[config.mk]
export PLATFORM = sky130hd
export DESIGN_NAME = pm_csr
export DESIGN_NICKNAME = d
export VERILOG_FILES = /design/src/rtl/pm_csr_pkg.sv /design/src/rtl/pm_wake_ctl.sv /design/src/rtl/pm_field_regs.sv /design/src/rtl/pm_rd_mux.sv /design/src/rtl/pm_csr.sv
export SDC_FILE = /design/constraint.sdc
export NUM_CORES = 1
export LEC_CHECK = 0
export ABC_AREA = 1
export ABC_CLOCK_PERIOD_IN_PS = 800
export BUFFER_PORTS_ARGS = -buffer_cell sky130_fd_sc_hd__buf_2
export CORE_MARGIN = 2
export CORE_UTILIZATION = 30
export CTS_BUF_LIST = sky130_fd_sc_hd__clkbuf_16
export DETAILED_ROUTE_END_ITERATION = 6
export PLACE_DENSITY = 0.72
export SLEW_MARGIN = 0
export SYNTH_ARGS = -nofsm -noshare
export SYNTH_HDL_FRONTEND = slang
export SYNTH_SLANG_ARGS = --single-unit
[constraint.sdc]
create_clock -name clk_i -period 0.8 [get_ports clk_i]
set_clock_uncertainty 0.1 [all_clocks]
set_input_delay 0.04 -clock clk_i [delete_from_list [all_inputs] [get_ports clk_i]]
set_output_delay 0.04 -clock clk_i [all_outputs]
set_load 0.01 [all_outputs]
[src/rtl/pm_csr_pkg.sv]
package pm_csr_pkg;
  localparam int CSR_W   = 16;
  localparam int SEL_W   = 4;
  localparam int SCALE_W = 2;
  localparam int PS_W    = 2;
  localparam int RSVD_W  = CSR_W - 1 - SCALE_W - SEL_W - 1 - PS_W;
  localparam int STS_BIT = CSR_W - 1;
  localparam int SEL_LO  = 9;
  localparam int EN_BIT  = 8;

  typedef struct packed {
    logic               sts;
    logic [SCALE_W-1:0] scale;
    logic [SEL_W-1:0]   sel;
    logic               en;
    logic [RSVD_W-1:0]  rsvd;
    logic [PS_W-1:0]    ps;
  } csr_t;
endpackage

[src/rtl/pm_wake_ctl.sv]
module pm_wake_ctl #(
  parameter bit STICKY_PME = 1'b1
) (
  input  logic clk_i,
  input  logic cold_rst_ni,
  input  logic warm_rst_ni,
  input  logic wake_i,
  input  logic wr_hi_i,
  input  logic wdata_sts_i,
  input  logic wdata_en_i,
  output logic sts_o,
  output logic en_o,
  output logic pme_no
);
  logic keep_rst_n;

  generate
    if (STICKY_PME) begin : g_sticky
      assign keep_rst_n = cold_rst_ni;
    end else begin : g_plain
      assign keep_rst_n = cold_rst_ni & warm_rst_ni;
    end
  endgenerate

  // the wake event takes priority over a clearing write in the same cycle
  always_ff @(posedge clk_i or negedge keep_rst_n) begin
    if (!keep_rst_n) begin
      sts_o <= 1'b0;
      en_o  <= 1'b0;
    end else begin
      if (wake_i)                         sts_o <= 1'b1;
      else if (wr_hi_i && wdata_sts_i)    sts_o <= 1'b0;
      if (wr_hi_i)                        en_o  <= wdata_en_i;
    end
  end

  assign pme_no = ~(sts_o & en_o);
endmodule

[src/rtl/pm_field_regs.sv]
module pm_field_regs
  import pm_csr_pkg::*;
#(
  parameter bit HAS_DATA_REG = 1'b1
) (
  input  logic             clk_i,
  input  logic             rst_ni,
  input  logic             wr_lo_i,
  input  logic             wr_hi_i,
  input  logic [SEL_W-1:0] wdata_sel_i,
  input  logic [PS_W-1:0]  wdata_ps_i,
  output logic [SEL_W-1:0] sel_o,
  output logic [PS_W-1:0]  ps_o
);
  always_ff @(posedge clk_i or negedge rst_ni) begin
    if (!rst_ni)      ps_o <= '0;
    else if (wr_lo_i) ps_o <= wdata_ps_i;
  end

  generate
    if (HAS_DATA_REG) begin : g_sel
      always_ff @(posedge clk_i or negedge rst_ni) begin
        if (!rst_ni)      sel_o <= '0;
        else if (wr_hi_i) sel_o <= wdata_sel_i;
      end
    end else begin : g_nosel
      logic unused_sel;
      assign unused_sel = ^{wdata_sel_i, wr_hi_i};
      assign sel_o      = '0;
    end
  endgenerate
endmodule

[src/rtl/pm_rd_mux.sv]
module pm_rd_mux
  import pm_csr_pkg::*;
#(
  parameter bit HAS_DATA_REG = 1'b1
) (
  input  logic               sts_i,
  input  logic               en_i,
  input  logic [SEL_W-1:0]   sel_i,
  input  logic [PS_W-1:0]    ps_i,
  input  logic [SCALE_W-1:0] scale_i,
  output logic [CSR_W-1:0]   rdata_o
);
  csr_t img;

  always_comb begin
    img       = '0;
    img.sts   = sts_i;
    img.en    = en_i;
    img.sel   = sel_i;
    img.ps    = ps_i;
    img.scale = HAS_DATA_REG ? scale_i : '0;
  end

  assign rdata_o = img;
endmodule

[src/rtl/pm_csr.sv]
module pm_csr
  import pm_csr_pkg::*;
#(
  parameter bit STICKY_PME   = 1'b1,
  parameter bit HAS_DATA_REG = 1'b1
) (
  input  logic               clk_i,
  input  logic               rst_ni,
  input  logic               warm_rst_ni,
  input  logic               cfg_wr_i,
  input  logic [1:0]         cfg_be_i,
  input  logic [CSR_W-1:0]   cfg_wdata_i,
  output logic [CSR_W-1:0]   cfg_rdata_o,
  input  logic               wake_i,
  input  logic [SCALE_W-1:0] data_scale_i,
  output logic               pme_no
);
  logic             any_rst_n, wr_lo, wr_hi, sts, en;
  logic [SEL_W-1:0] sel;
  logic [PS_W-1:0]  ps;
  logic             unused_wdata;

  assign any_rst_n    = rst_ni & warm_rst_ni;
  assign wr_lo        = cfg_wr_i & cfg_be_i[0];
  assign wr_hi        = cfg_wr_i & cfg_be_i[1];
  assign unused_wdata = ^{cfg_wdata_i[STS_BIT-1:SEL_LO+SEL_W], cfg_wdata_i[PS_W+RSVD_W-1:PS_W]};

  pm_wake_ctl #(.STICKY_PME(STICKY_PME)) i_wake (
    .clk_i       (clk_i),
    .cold_rst_ni (rst_ni),
    .warm_rst_ni (warm_rst_ni),
    .wake_i      (wake_i),
    .wr_hi_i     (wr_hi),
    .wdata_sts_i (cfg_wdata_i[STS_BIT]),
    .wdata_en_i  (cfg_wdata_i[EN_BIT]),
    .sts_o       (sts),
    .en_o        (en),
    .pme_no      (pme_no)
  );

  pm_field_regs #(.HAS_DATA_REG(HAS_DATA_REG)) i_fields (
    .clk_i       (clk_i),
    .rst_ni      (any_rst_n),
    .wr_lo_i     (wr_lo),
    .wr_hi_i     (wr_hi),
    .wdata_sel_i (cfg_wdata_i[SEL_LO+SEL_W-1:SEL_LO]),
    .wdata_ps_i  (cfg_wdata_i[PS_W-1:0]),
    .sel_o       (sel),
    .ps_o        (ps)
  );

  pm_rd_mux #(.HAS_DATA_REG(HAS_DATA_REG)) i_rd (
    .sts_i   (sts),
    .en_i    (en),
    .sel_i   (sel),
    .ps_i    (ps),
    .scale_i (data_scale_i),
    .rdata_o (cfg_rdata_o)
  );
endmodule

==> flow_summary.json <==
{
  "fin_util_pct": 58.1,
  "slowest_delay_ns": 0.38,
  "syn_to_final_growth_pct": 83.0,
  "yosys.area_share.simple_pct": 27.9,
  "start_util_pct": 31.7,
  "cellPowerDensity_nw_per_um2": 2190,
  "antennaDiodeCount": 0,
  "irDropWorstVdd_v": 0.00130,
  "leakage_uw": 0.000430,
  "synth_area_um2": 413,
  "h-tree-depth": 1,
  "whs_path_depth": 3,
  "root_buffer": "clkbuf_16",
  "setup_ws_ns": -0.128,
  "path_buf_inv": 1,
  "dieArea_um2": 1690,
  "ff2ff_path_depth": 4,
  "cp_cell_sequence": "nand2_1 -> buf_2",
  "io-pin-count": 42,
  "routed_wl_um": 971,
  "dr_total_vias": 413,
  "highest_layer": "met3",
  "drtIter0Drc": 3,
  "crit_type": "reg -> out",
  "hold_start": "cfg_be_i[0]",
  "yosys_warnings": 0,
  "fillers": 120,
  "cp_slowest_cell": "dfrtp_1",
  "regToRegStartpoint": "i_wake.sts_o",
  "critical_path.startpoint_type": "register",
  "via_per_inst": 4.05,
  "numCtsBuffers": 3,
  "numPortBuffers": 23,
  "violations": "hold timing, setup timing",
  "seq_area_frac_synth_pct": 48.5,
  "period_share_pct": 116,
  "grt_pass1_wl_um": 1400,
  "avgSynthCellArea_um2": 8.26,
  "grt_usage_pct": 13.9,
  "drive_gt1_share_pct": 44.8,
  "met2_length_um": 561,
  "hold_end": "i_fields.ps_o[1]",
  "cts_max_path_buffers": 2,
  "setup_violations": 13,
  "pre_cts_slack_ns": 0.0689,
  "status": "finished with violations",
  "grt_max_degree": 11,
  "reg2reg_slack_ns": -0.10,
  "grt_pass1_vias": 368,
  "max_freq_mhz": 1080,
  "chipHeight_um": 41.1,
  "worstPathMaxFanout": 3,
  "grt_overflow": 0,
  "nets": 114,
  "synth_cell_types": 7,
  "r2r-end": "i_wake.sts_o",
  "final_cell_area_um2": 756,
  "drc": 0,
  "routabilityCongestion": 0.679,
  "rsz0062_at_grt": "true",
  "drv_cap": 0,
  "synth_fa_ha_area_share_pct": 0,
  "antenna_found_initial": 0,
  "ys_seq_elements": 8,
  "layout_common_cells": "buf_2 (21), nand2_1 (14), dlygate4sd3_1 (10)",
  "hold_path_class": "in -> reg",
  "antenna_left": 0,
  "path_clk_slew_ns": 0.04,
  "hpwlAfterDp_um": 634,
  "met3_length_um": 38,
  "cts.sinks": 8,
  "crit_arrival_ns": 0.79,
  "cp_top_family": "flip-flops",
  "synth_top_family_by_area": "simple AND/OR/NAND/NOR gates",
  "fin_crit_ns": 0.928,
  "tritoncts": "built",
  "core_um2": 1300,
  "clock_latency_ns": 0.23,
  "end_kind": "output pin",
  "synthMuxAreaShare_pct": 0,
  "hold_violations": 2,
  "cts_hold_buf": 11,
  "holdWs_ns": -0.0379,
  "die_w_um": 41.1,
  "wl_per_cell_um": 9.52,
  "placed_area_um2": 479,
  "rows": 13,
  "synth_compound_area_share_pct": 0,
  "synth_cells": 50,
  "firstDrtPassIters": 3,
  "layout_commonest_cell": "buf_2",
  "routedLengthMet1_um": 372,
  "crit_required_ns": 0.66,
  "slew_violations": 0,
  "yosys.area_share.xor_xnor_pct": 0
}
worst reg2reg max path: cells and delay by family (launching register included):
family / cells / cell delay (ns)
buf+inv: 2 / 0.24
flops: 1 / 0.38
simple gates: 2 / 0.08
cell usage after synthesis:
library cell	number	area share (%)
nand3_1	8	9.7
dfrtp_1	8	48
nand2_1	20	18
buf_4	10	18
conb_1	1	0.91
inv_1	2	1.8
buf_6	1	2.7
where the power goes:
group / internal [uW] / total [uW] / switching [uW]
clock network: 643 / 828 / 184
logic: 192 / 343 / 151
registers: 454 / 481 / 26.7
state kept, by name, indices dropped and copies added, names as in the netlist:
register and count:
i_fields.ps_o 2, i_wake.en_o 1, i_wake.sts_o 1, i_fields.sel_o 4
timing repair:
action	in CTS	in global routing
pin swaps	2	2
buffers inserted	5	3
endpoints found under the setup margin	9	16
gates resized for setup	0	13
endpoints found under the hold margin	18	2
how the worst max path moves through the flow:
stage / cells after the start / endpoint / startpoint
final: 2 / pme_no / i_wake.sts_o
after floorplan: 2 / i_fields.ps_o[0] / i_fields.ps_o[0]
after global routing: 2 / pme_no / i_wake.en_o
after global placement: 4 / i_fields.sel_o[1] / cfg_wr_i
after detailed placement: 4 / i_fields.sel_o[1] / cfg_wr_i
after CTS: 2 / pme_no / i_wake.sts_o
metrics by stage:
stage	total power, uW	std cells	setup TNS, ns
5_1_grt	1730	102	-1.37
4_1_cts	1600	101	-0.820
3_3_place_gp	683	82	0
6_report	1650	102	-0.925
2_1_floorplan	632	55	0
3_5_place_dp	689	82	0
metal layers:
metal	global-route usage (%)	up-vias
li1	-	216
met1	14.6	185
met2	21.9	12
met3	4.89	0
met4	12.1	0
met5	0	-
cell type report:
cell class	instances	area [um2]	share of cell area, %
well taps	15	18.8	2.48
repair buffers	40	297	39.2
flip-flops and latches	8	200	26.5
clock buffers	3	75.1	9.93
inverters	2	7.51	0.993
multi-input cells	34	158	20.9
logic make-up (layout without fill, tap and decap cells):
logic type             Yosys count  count (layout)
flip-flops                       8               8
other                            1               6
buffers and inverters           13              45
AND/OR/NAND/NOR                 28              28
Note: power is estimated with default switching activity, not from simulation.
